`config.mk`:
```
export PLATFORM = sky130hd
export DESIGN_NAME = pswallow_div
export DESIGN_NICKNAME = d
export VERILOG_FILES = /design/src/rtl/pswallow_pkg.sv /design/src/rtl/pswallow_prescaler.sv /design/src/rtl/pswallow_main_ctr.sv /design/src/rtl/pswallow_swallow_ctr.sv /design/src/rtl/pswallow_div.sv
export SDC_FILE = /design/constraint.sdc
export NUM_CORES = 1
export LEC_CHECK = 0
export ABC_AREA = 1
export BUFFER_PORTS_ARGS = -buffer_cell sky130_fd_sc_hd__buf_2
export CAP_MARGIN = 10
export CORE_MARGIN = 1
export CORE_UTILIZATION = 58
export CTS_CLUSTER_SIZE = 16
export DETAILED_ROUTE_END_ITERATION = 8
export PLACE_DENSITY_LB_ADDON = 0.08
export SYNTH_ARGS = -nofsm -noshare
export SYNTH_HDL_FRONTEND = slang
export SYNTH_SLANG_ARGS = --single-unit
export TNS_END_PERCENT = 10
```
`constraint.sdc`:
```
create_clock -name clk -period 3 [get_ports clk]
set_clock_uncertainty 0.1 [all_clocks]
set_input_delay 0.3 -clock clk [delete_from_list [all_inputs] [get_ports clk]]
set_output_delay 0.3 -clock clk [all_outputs]
set_load 0.01 [all_outputs]
```
`src/rtl/pswallow_pkg.sv`:
```
package pswallow_pkg;
  // Smallest prescaler modulus; each select step doubles it.
  localparam int unsigned PRE_BASE = 8;

  function automatic int unsigned pre_modulus(input int unsigned base, input int unsigned sel);
    return base << sel;
  endfunction
endpackage

```
`src/rtl/pswallow_prescaler.sv`:
```
module pswallow_prescaler #(
  parameter int PCW = 7
) (
  input  logic           clk,
  input  logic           rst_n,
  input  logic           clr,
  input  logic [PCW-1:0] p_val,
  input  logic           mc,
  output logic           tick
);
  logic [PCW-1:0] pc;
  logic [PCW-1:0] last_idx;

  // A period is P cycles, or P+1 cycles while the modulus control requests it.
  assign last_idx = p_val - PCW'(1) + PCW'(mc);
  assign tick     = !clr && (pc == last_idx);

  always_ff @(posedge clk) begin
    if (!rst_n)          pc <= '0;
    else if (clr || tick) pc <= '0;
    else                 pc <= pc + PCW'(1);
  end
endmodule

```
`src/rtl/pswallow_main_ctr.sv`:
```
module pswallow_main_ctr #(
  parameter int BW = 13,
  parameter int SW = 2
) (
  input  logic          clk,
  input  logic          rst_n,
  input  logic          hold,
  input  logic          tick,
  input  logic [BW-1:0] b_in,
  input  logic [SW-1:0] sel_in,
  output logic [SW-1:0] sel_q,
  output logic          at_term,
  output logic          wrap
);
  logic [BW-1:0] b_cnt;

  assign at_term = (b_cnt == BW'(1));
  assign wrap    = tick && (b_cnt <= BW'(1));

  always_ff @(posedge clk) begin
    if (!rst_n) begin
      b_cnt <= '0;
      sel_q <= '0;
    end else if (hold || wrap) begin
      b_cnt <= b_in;
      sel_q <= sel_in;
    end else if (tick) begin
      b_cnt <= b_cnt - BW'(1);
    end
  end
endmodule

```
`src/rtl/pswallow_swallow_ctr.sv`:
```
module pswallow_swallow_ctr #(
  parameter int AW = 6
) (
  input  logic          clk,
  input  logic          rst_n,
  input  logic          load,
  input  logic          tick,
  input  logic [AW-1:0] a_in,
  output logic          mc
);
  logic [AW-1:0] a_cnt;

  assign mc = (a_cnt != '0);

  always_ff @(posedge clk) begin
    if (!rst_n)              a_cnt <= '0;
    else if (load)           a_cnt <= a_in;
    else if (tick && mc)     a_cnt <= a_cnt - AW'(1);
  end
endmodule

```
`src/rtl/pswallow_div.sv`:
```
module pswallow_div #(
  parameter int AW    = 6,
  parameter int BW    = 13,
  parameter int SW    = 2,
  parameter int PBASE = pswallow_pkg::PRE_BASE
) (
  input  logic          clk,
  input  logic          rst_n,
  input  logic          cnt_rst,
  input  logic [AW-1:0] swallow_val,
  input  logic [BW-1:0] main_val,
  input  logic [SW-1:0] pre_sel,
  output logic          div_out,
  output logic          mod_ctl,
  output logic          cfg_err
);
  localparam int NSEL = 2 ** SW;
  localparam int PMAX = PBASE << (NSEL - 1);
  localparam int PCW  = $clog2(PMAX + 2);

  logic [PCW-1:0] p_tab [NSEL];
  logic [SW-1:0]  sel_q;
  logic [PCW-1:0] p_val;
  logic           tick;
  logic           wrap;
  logic           at_term;

  genvar g;
  generate
    for (g = 0; g < NSEL; g++) begin : g_mod
      assign p_tab[g] = PCW'(pswallow_pkg::pre_modulus(PBASE, g));
    end
  endgenerate

  assign p_val = p_tab[sel_q];

  pswallow_prescaler #(.PCW(PCW)) u_pre (
    .clk(clk), .rst_n(rst_n), .clr(cnt_rst),
    .p_val(p_val), .mc(mod_ctl), .tick(tick)
  );

  pswallow_main_ctr #(.BW(BW), .SW(SW)) u_main (
    .clk(clk), .rst_n(rst_n), .hold(cnt_rst), .tick(tick),
    .b_in(main_val), .sel_in(pre_sel), .sel_q(sel_q),
    .at_term(at_term), .wrap(wrap)
  );

  pswallow_swallow_ctr #(.AW(AW)) u_swal (
    .clk(clk), .rst_n(rst_n), .load(cnt_rst || wrap), .tick(tick),
    .a_in(swallow_val), .mc(mod_ctl)
  );

  assign div_out = at_term;
  assign cfg_err = (main_val < BW'(3)) || (main_val < {{(BW-AW){1'b0}}, swallow_val});
endmodule

```
## Word-level counts from Yosys, hierarchy flattened

Cells that the tools add are included.

- Add/subtract/negate cells: 5
- Magnitude comparators: 4
- Equal/unequal tests: 2
- Multiplexer cells: 7
- Bitwise gates (word level): 2
- Reduce and logical (&&, ||, !) cells: 11

Operators by type and width:

| cell | count |
|---|---|
| 13-bit 2-to-1 mux | 2 |
| 7-bit binary-select mux with 2-bit select | 1 |
| 7-bit 2-to-1 mux | 2 |
| 13-bit by 1-bit equality test with 1-bit output, second input constant | 1 |
| 13-bit by 1-bit less-or-equal comparator with 1-bit output, second input constant | 1 |
| 13-bit by 2-bit less-than comparator with 1-bit output, second input constant | 1 |
| 13-bit by 6-bit less-than comparator with 1-bit output | 1 |
| 13-bit by 1-bit subtractor with 13-bit output, second input constant | 1 |
| 6-bit 2-to-1 mux | 2 |
| 7-bit by 1-bit adder with 7-bit output | 1 |
| 7-bit by 1-bit adder with 7-bit output, second input constant | 1 |
| 7-bit equality test | 1 |
| 7-bit by 1-bit subtractor with 7-bit output, second input constant | 1 |
| 6-bit nonzero test | 1 |
| 6-bit by 1-bit subtractor with 6-bit output, second input constant | 1 |
| 2-bit nonzero test | 2 |
| 3-bit greater-or-equal comparator, second input constant | 1 |
| 1-bit logical AND | 3 |
| 1-bit logical OR | 3 |
| 2-bit NOT with 3-bit output | 1 |
| 2-bit OR reduction | 1 |
| 1-bit logical NOT | 1 |
| 1-bit NOT | 1 |

- Register bits: 28
- Input bits: 24
- Output and inout bits: 3
- Word-level logic and storage cells: 35

## Logic depth before layout (Yosys ltp)

Gate-level depths: netlist (run 1).

- Word-level depth: 11
- Mapped depth: 20

## Hierarchy

Synthesis (run 1) repeated with hierarchy kept, for this count alone.

- Cells, all modules: 393
- Area total of the unflattened synthesis: 2372.3 um^2

By module, submodules not included:

| module | times used | cells each | area each (um^2) |
|---|---|---|---|
| pswallow_main_ctr | 1 | 190 | 1157.4 |
| pswallow_prescaler | 1 | 89 | 554.3 |
| pswallow_swallow_ctr | 1 | 68 | 429.2 |
| pswallow_div | 1 | 46 | 231.5 |

## Worst setup path before layout (run 1)

OpenSTA, ideal clock, no wires.

- Kind: flip-flop to flip-flop
- Start: reg u_swal.a_cnt[0]
- End: reg u_main.b_cnt[0]
- Arrival time: 2.277 ns
- Required time: 2.783 ns
- Path slack: 0.506 ns
- Stages on the path, launching flop included: 18
- Path buffers: 2
- Period minus slack after synthesis: 2.494 ns
- Cells stage by stage: dfxtp_1 -> inv_1 -> ha_1 -> nand3_2 -> buf_6 -> inv_1 -> ha_1 -> xor2_1 -> nand2_1 -> nor2_1 -> nand2_1 -> nor2_8 -> nand2_4 -> nand2_4 -> nand2_4 -> buf_2 -> nor2_1 -> o21ai_1

- Longest elaborated chain between the ends: 7
- Elaborated cells on any way between the ends: 8
- Those cells by class: add/sub (1); eq/ne (1); mux (1); reduce/logical (5)

RTL lines:

| element | RTL line | RTL |
|---|---|---|
| start: declaration | pswallow_swallow_ctr.sv:11 | `logic [AW-1:0] a_cnt;` |
| start signal: assignment | pswallow_swallow_ctr.sv:17 | `else if (load) a_cnt <= a_in;` |
| start signal: assignment | pswallow_swallow_ctr.sv:18 | `else if (tick && mc) a_cnt <= a_cnt - AW'(1);` |
| 6-bit nonzero test (*) | pswallow_swallow_ctr.sv:13 | `assign mc = (a_cnt != '0);` |
| named net mod_ctl | pswallow_div.sv:14 | `output logic mod_ctl,` |
| 7-bit by 1-bit adder with 7-bit output (*) | pswallow_prescaler.sv:15 | `assign last_idx = p_val - PCW'(1) + PCW'(mc);` |
| 7-bit equality test (*) | pswallow_prescaler.sv:16 | `assign tick = !clr && (pc == last_idx);` |
| 1-bit logical AND (*) | pswallow_prescaler.sv:16 |  |
| 1-bit logical AND | pswallow_main_ctr.sv:18 | `assign wrap = tick && (b_cnt <= BW'(1));` |
| 1-bit logical OR | pswallow_main_ctr.sv:24 | `end else if (hold \|\| wrap) begin` |
| 13-bit 2-to-1 mux / 2-bit nonzero test (equally long branches) | n/a |  |
| end signal: assignment | pswallow_main_ctr.sv:25 | `b_cnt <= b_in;` |
| end signal: assignment | pswallow_main_ctr.sv:28 | `b_cnt <= b_cnt - BW'(1);` |
| end: declaration | pswallow_main_ctr.sv:15 | `logic [BW-1:0] b_cnt;` |

The timed path passes the listed nets; every way through them passes the cells marked *.
A chain may end at the register's enable or synchronous reset.

## Worst setup path after layout (run 1)

- Start: reg u_swal.a_cnt[0]
- End: reg u_pre.pc[3]

- Longest elaborated chain between the ends: 6

RTL lines:

| element | RTL line | RTL |
|---|---|---|
| 6-bit nonzero test | pswallow_swallow_ctr.sv:13 |  |
| 7-bit by 1-bit adder with 7-bit output | pswallow_prescaler.sv:15 |  |
| 7-bit equality test | pswallow_prescaler.sv:16 |  |
| 1-bit logical AND | pswallow_prescaler.sv:16 |  |
| 1-bit logical OR | pswallow_prescaler.sv:20 | `else if (clr \|\| tick) pc <= '0;` |
| 2-bit OR reduction (no line) | n/a |  |
| end signal: assignment | pswallow_prescaler.sv:21 | `else pc <= pc + PCW'(1);` |
| end: declaration | pswallow_prescaler.sv:11 | `logic [PCW-1:0] pc;` |

Every way passes these cells.

==> results by group, run 1 <==
Critical path
  – Worst r2r path cells: 15
  – Setup Crit Path Kind: reg -> reg
  – CP required: ~3200 ps
  – R2r endpoint: u_pre.pc[3]$_SDFF_PP0_
  – Worst Path Max Fanout: 12
  – R2R Path Start: u_swal.a_cnt[0]$_SDFFE_PN0P_
  – Crit path capture type: flop
  – Critical path cell sequence: inv_1 -> ha_1 -> nand3_2 -> inv_1 -> ha_1 -> xor2_1 -> nand2_1 -> nor2_1 -> nand2_1 -> nor2_8 -> nand2_4 -> nand2_4 -> nor2_2 -> inv_2 -> nor3b_1
  – Arr. time, crit path: between 2000 and 3000 ps
  – Critical-path top delay cell: nor2_2
  – CP peak stage delay: approximately 400 ps
  – R2R setup slack: roughly 270 ps
  – Worst Setup Start Kind: flop

Global route
  – Remaining Overflow, GRT: 0
  – Initial antenna violation count: 0
  – Vias in the first global route: 1682
  – Gr usage total: 25.0%
  – Pin count of the biggest net entering global routing: 34
  – Global-route wire length before repair: between 6000 and 7000 um

Yosys
  – Yosys cell types: 32
  – Main combinational cell family by area after synthesis: simple AND/OR/NAND/NOR gates
  – Synth Area in Compound Gates: 7.03%
  – Adder-cell share of the synthesized area: roughly 6%
  – Seq/Total Area, Yosys: 27.2%
  – Synth Instances: between 300 and 400
  – Post-Synth Simple-Gate Area: approximately two fifths
  – Fraction of synthesized area in multiplexers: 0%
  – #FFs+latches synth: 28
  – Avg Inst Size Synth: ~6.4 sq um
  – XOR/XNOR Fraction of Synth Area: 6.36%
  – Syn. warnings: 0
  – Cell Area, Synth: slightly above 2000 sq um
  – Post-synth net total: ~360

Placed design
  – Post-DP HPWL: around 3400 um
  – PortBufs: 26
  – DP Area: 2220 sq um
  – Gpl congestion: about 0.87

Route
  – DR WL met2: about 2100 um
  – Vias per cell: 5.03
  – WL met3: around 140 um
  – DRT iter0 DRCs: ~130
  – Met1 WL: around 2100 um
  – Remaining antenna violation count: 0
  – # DRC: 0
  – Vias: about 2000
  – Final wirelength: ~4400 um
  – DRT Pass-1 Iters: 4
  – Max Used Layer: met4
  – Drt wl/cell: approximately 11 um

Job
  – Max_cap viols: 0

Final layout
  – Antenna cells: 0
  – Area delta synth->final: 10.3%
  – Fin area: ~2300 sq um
  – Multi-input logic area: 1270 sq um
  – Fillers: about 330
  – Sequential cell area: between 500 and 600 sq um
  – Fin nets: between 300 and 400
  – Share of layout cells above drive strength 1: between 10% and 20%

Clock tree
  – Reg clk slew, reported paths: 150 ps
  – Post_cts resized: 0
  – TritonCTS clock tree: yes
  – Clock Latency Late Sink: around 340 ps
  – # clock sinks: 28
  – Maximum buffer depth of the clock tree: 2
  – Clock root buffer: clkbuf_4
  – CTS Hold Bufs: 0
  – CTS Buf Count: 3
  – H-tree depth: 1
  – Setup Fix Bufs, Post-CTS: 0

STA
  – Final Max Slew Viols: 0
  – Hold Fails Final Rpt: 0
  – Sum Neg Setup Slack: 0 ps
  – Final min period: 2730 ps
  – Final period utilization: 90.8%
  – Worst-Margin Slew: ~470 ps
  – Endpoints failing setup: 0
  – Normalized max-slew margin: 68.5%
  – Fmax: approximately 370 MHz
  – RSZ-0062 raised after global routing: false

Power and ir drop
  – Maximum vdd ir drop: ~0.56 mV
  – Leak pwr: about 1.1 nW
  – Pwr per Cell Area: 1120 nW/um^2

Run status
  – Result of the run: finished clean

Floorplanning
  – Die Area: ~3800 sq um
  – Die Ht: 61.7 um
  – Die width: 61.7 um
  – Core Area: 3360 sq um
  – I/O pin count: 27
  – Std cell rows: 21
  – Initial Utilization: a little over 60%

Worst hold path
  – Min-delay src: pre_sel[1]
  – Min-Delay Path Class: in -> reg
  – Worst Hold Path Cells: 3
  – WHS Endpoint: u_main.sel_q[1]$_SDFFE_PN0P_
==> final cells by class <==
type                       count  area share (%)
clock buffer                   3           0.989
clock inverter                 1            1.32
inverter                      50            8.24
multi-input combinational    237            55.6
sequential                    28            24.6
tap                           46            2.53
timing repair buffer          29            6.70
==> critical path, delay by kind of cell (launching register included) <==
kind | cells | cell delay, ps
XOR/XNOR | 1 | 160
buffers and inverters | 3 | 290
AND/OR/NAND/NOR | 9 | 1210
flip-flops | 1 | 360
adder cells (fa/ha/maj) | 2 | 540
==> worst max-delay path by stage <==
stage                     cells after the start                           end  slack (ps)                    startpoint
final                                        15        u_pre.pc[3]$_SDFF_PP0_         270  u_swal.a_cnt[0]$_SDFFE_PN0P_
after global routing                         15        u_pre.pc[3]$_SDFF_PP0_          30  u_swal.a_cnt[0]$_SDFFE_PN0P_
after CTS                                    15        u_pre.pc[3]$_SDFF_PP0_         250  u_swal.a_cnt[0]$_SDFFE_PN0P_
after detailed placement                     15        u_pre.pc[3]$_SDFF_PP0_         280  u_swal.a_cnt[0]$_SDFFE_PN0P_
after global placement                       15        u_pre.pc[3]$_SDFF_PP0_         400  u_swal.a_cnt[0]$_SDFFE_PN0P_
after floorplan                              17  u_main.b_cnt[0]$_SDFFE_PN0P_         510  u_swal.a_cnt[0]$_SDFFE_PN0P_
==> routing by layer <==
layer  track usage (%)  vias to the layer above
met3              1.89                        7
met2              43.9                       41
met5                 0                        -
li1                  -                     1073
met4              8.89                        0
met1              31.9                      861
==> power breakdown <==
part | switching (mW) | internal [mW] | total [mW]
Clock | 0.117 | 0.135 | 0.253
Combinational | 1.04 | 0.602 | 1.64
Sequential | 0.146 | 0.512 | 0.658
Total | 1.30 | 1.25 | 2.55
==> sequential cells by signal, summed over array words and instances, names as in the netlist <==
signal        count
u_main.sel_q      2
u_pre.pc          7
u_swal.a_cnt      6
u_main.b_cnt     13
==> metrics by stage <==
stage          util (%)  power (mW)  setup WS [ps]  std cells  hold slack, ps
2_1_floorplan         -        2.01            506        322             328
3_3_place_gp       66.1        2.26            404        390             343
3_5_place_dp       66.1        2.29            284        390             357
4_1_cts            67.7        2.55            250        394            93.3
5_1_grt            67.7        2.81           26.5        394            85.0
6_report           67.7        2.55            275        394            98.6
==> kinds of logic (layout without fill, tap and decap cells) <==
| family | after synthesis | after routing |
|---|---|---|
| compound gates | 27 | 27 |
| fa+ha+maj | 10 | 10 |
| simple gates | 185 | 185 |
| buf+inv | 57 | 83 |
| xor+xnor | 15 | 15 |
| flops | 28 | 28 |
==> cells in the mapped netlist <==
| cell | n | share of area, % |
|---|---|---|
| nand2_4 | 4 | 2.2 |
| buf_4 | 1 | 0.36 |
| o21ai_0 | 3 | 0.73 |
| a21oi_2 | 1 | 0.42 |
| nor2_2 | 2 | 0.61 |
| or3_1 | 1 | 0.30 |
| inv_1 | 48 | 8.7 |
| buf_2 | 4 | 0.97 |
| dfxtp_1 | 28 | 27 |
| nand3_4 | 1 | 0.85 |
| inv_2 | 1 | 0.18 |
| o21ai_1 | 9 | 2.2 |
| nand3b_1 | 1 | 0.36 |
| clkinv_1 | 1 | 0.18 |
| xor2_1 | 13 | 5.5 |
| nor2_4 | 1 | 0.55 |
| nand3_1 | 32 | 7.8 |
| nor2_8 | 1 | 0.97 |
| o211ai_1 | 1 | 0.36 |
| nand4_1 | 10 | 3.0 |
| nand2_1 | 86 | 16 |
| nor2_1 | 33 | 6.0 |
| nor3b_1 | 1 | 0.36 |
| a32oi_1 | 1 | 0.42 |
| xnor2_1 | 2 | 0.85 |
| a21oi_1 | 12 | 2.9 |
| nor3_1 | 9 | 2.2 |
| nor4_1 | 1 | 0.30 |
| ha_1 | 10 | 6.1 |
| buf_6 | 2 | 1.1 |
| nand2_2 | 1 | 0.30 |
| nand3_2 | 1 | 0.48 |
==> cells in the final DEF, fill, tap and decap left out, types with 2 or more instances in the layout <==
cell      instances
nand2_1          86
inv_1            48
nor2_1           33
nand3_1          32
dfxtp_1          28
buf_2            26
xor2_1           13
a21oi_1          12
nand4_1          10
ha_1             10
nor3_1            9
o21ai_1           9
nand2_4           4
o21ai_0           3
clkbuf_4          3
buf_4             3
nor2_2            2
xnor2_1           2
Note: power is estimated with default switching activity, not from simulation.
==> run 2, diff against run 1 <==
--- a/config.mk
+++ b/config.mk
@@ -9,7 +9,7 @@
 export BUFFER_PORTS_ARGS = -buffer_cell sky130_fd_sc_hd__buf_2
 export CAP_MARGIN = 10
 export CORE_MARGIN = 1
-export CORE_UTILIZATION = 58
+export CORE_UTILIZATION = 55
 export CTS_CLUSTER_SIZE = 16
 export DETAILED_ROUTE_END_ITERATION = 8
 export PLACE_DENSITY_LB_ADDON = 0.08
==> constraint.sdc (replaced) <==
create_clock -name clk -period 3 [get_ports clk]
set_clock_uncertainty 0.1 [all_clocks]
set_input_delay 0.6 -clock clk [delete_from_list [all_inputs] [get_ports clk]]
set_output_delay 0.6 -clock clk [all_outputs]
set_load 0.01 [all_outputs]
==> results by group, run 2 (synthesized netlist as in run 1, its figures left out) <==
Critical path
  – Arr. time, crit path: approximately 2800 ps
  – Worst Setup Start Kind: flop
  – Worst Path Max Fanout: 12
  – Worst r2r path cells: 15
  – Crit path capture type: flop
  – CP peak stage delay: between 400 and 500 ps
  – Critical-path top delay cell: nor2_2
  – Setup Crit Path Kind: reg -> reg
  – CP required: between 3000 and 4000 ps
  – Critical path cell sequence: inv_1 -> ha_1 -> nand3_2 -> inv_1 -> ha_1 -> xor2_1 -> nand2_1 -> nor2_1 -> nand2_1 -> nor2_8 -> nand2_4 -> nand2_4 -> nor2_2 -> inv_2 -> nor3b_1

Global route
  – Vias in the first global route: 1836
  – Initial antenna violation count: 0
  – Pin count of the biggest net entering global routing: 34
  – Gr usage total: a little under a quarter
  – Global-route wire length before repair: about 7600 um
  – Remaining Overflow, GRT: 0

Worst hold path
  – Min-Delay Path Class: reg -> reg
  – Worst Hold Path Cells: 1

STA
  – Sum Neg Setup Slack: 0 ps
  – Hold Fails Final Rpt: 0
  – Final min period: around 2700 ps
  – RSZ-0062 raised after global routing: false
  – Normalized max-slew margin: between 60 and 70%
  – Final Max Slew Viols: 0
  – Final period utilization: 91.1%
  – Worst hold slack: approximately 370 ps
  – Fmax: 366 MHz
  – Worst-Margin Slew: approximately 500 ps
  – Final worst-path setup slack: 267 ps
  – Endpoints failing setup: 0

Floorplanning
  – Initial Utilization: 59.5%
  – Die width: between 60 and 70 um
  – Die Area: about 4000 sq um
  – Std cell rows: 21
  – Die Ht: 63.3 um
  – I/O pin count: 27
  – Core Area: 3470 sq um

Final layout
  – Area delta synth->final: 11.2%
  – Commonest non-fill, non-tap cell in the layout: nand2_1
  – Share of layout cells above drive strength 1: about an eighth
  – Post-route insts no fill: 394
  – Top flop regs: u_main.b_cnt (13), u_pre.pc (7), u_swal.a_cnt (6)
  – Commonest non-fill, non-tap cells in the layout: nand2_1 (86), inv_1 (48), nor2_1 (33)
  – Final Util: approximately 66%
  – Max reg flops: 13
  – Top reg by flops: u_main.b_cnt
  – Antenna cells: 0
  – Fin nets: between 300 and 400

Route
  – Remaining antenna violation count: 0
  – # DRC: 0
  – DRT Pass-1 Iters: 4
  – Final wirelength: approximately 4500 um
  – DRT iter0 DRCs: 96
  – Vias: just under 2000
  – Vias per cell: 5.03
  – Drt wl/cell: ~11 um

Clock tree
  – Clock Latency Late Sink: about 280 ps
  – Post_cts resized: 0
  – # clock sinks: 28
  – Reg clk slew, reported paths: about 90 ps
  – TritonCTS clock tree: yes
  – CTS Hold Bufs: 0
  – Maximum buffer depth of the clock tree: 2
  – Setup Fix Bufs, Post-CTS: 0
  – H-tree depth: 1
  – Clock root buffer: clkbuf_8
  – CTS Buf Count: 3

Power and ir drop
  – Leak pwr: approximately 1.1 nW
  – Pwr per Cell Area: 1130 nW/um^2
  – Maximum vdd ir drop: about 0.54 mV

Placed design
  – Gpl congestion: between 0.9 and 1
  – Post-DP HPWL: 3490 um
  – Placed Instances: around 400
  – PortBufs: 26
  – Pre-CTS worst setup slack: 306 ps

Job
  – Max_cap viols: 0

Run status
  – Result of the run: finished clean
## run 2: cell counts in the layout (fill, tap and decap cells not counted)
Identical to the previous run, type by type.
## run 2: stage by stage
stage	instance area, sq um	power [mW]
floorplan	2060	2.01
global placement	2220	2.26
detailed placement	2220	2.28
CTS	2300	2.60
global route	2300	2.86
finish	2300	2.60
## run 2: cell type report
cell class	instances	area (sq um)
fillers	334	1170
clock inverters	1	30.0
inverters	50	188
multi-input cells	237	1270
flip-flops and latches	28	561
well taps	46	57.6
repair buffers	29	153
clock buffers	3	41.3
## run 2: power by group
group / leakage, nW / switching (mW) / internal (mW)
logic: 0.877 / 1.04 / 0.602
clock network: 0.0357 / 0.120 / 0.179
registers: 0.230 / 0.144 / 0.513
total: 1.14 / 1.30 / 1.29
## run 2: critical path, delay by kind of cell, from the launching register on
kind / cells / cell delay [ps]
AND/OR/NAND/NOR: 9 / 1220
flip-flops: 1 / 380
adder cells (fa/ha/maj): 2 / 510
buffers and inverters: 3 / 270
XOR/XNOR: 1 / 170
## run 2: final timing paths
path | start | end | slack (ps)
setup / recovery | u_swal.a_cnt[1]$_SDFFE_PN0P_ | u_pre.pc[3]$_SDFF_PP0_ | 270
hold / removal | u_pre.pc[0]$_SDFF_PP0_ | u_pre.pc[0]$_SDFF_PP0_ | 370
setup reg to reg | u_swal.a_cnt[1]$_SDFFE_PN0P_ | u_pre.pc[3]$_SDFF_PP0_ | 270
hold reg to reg | u_pre.pc[0]$_SDFF_PP0_ | u_pre.pc[0]$_SDFF_PP0_ | 370
## run 2: per-layer routing
metal  GRT usage (%)  vias to the layer above  wire length, um
met1            27.9                      875             2170
met2            43.7                       30             2120
met5               0                        -                0
met4            8.24                        0               61
met3            2.72                        7              109
li1                -                     1071                -
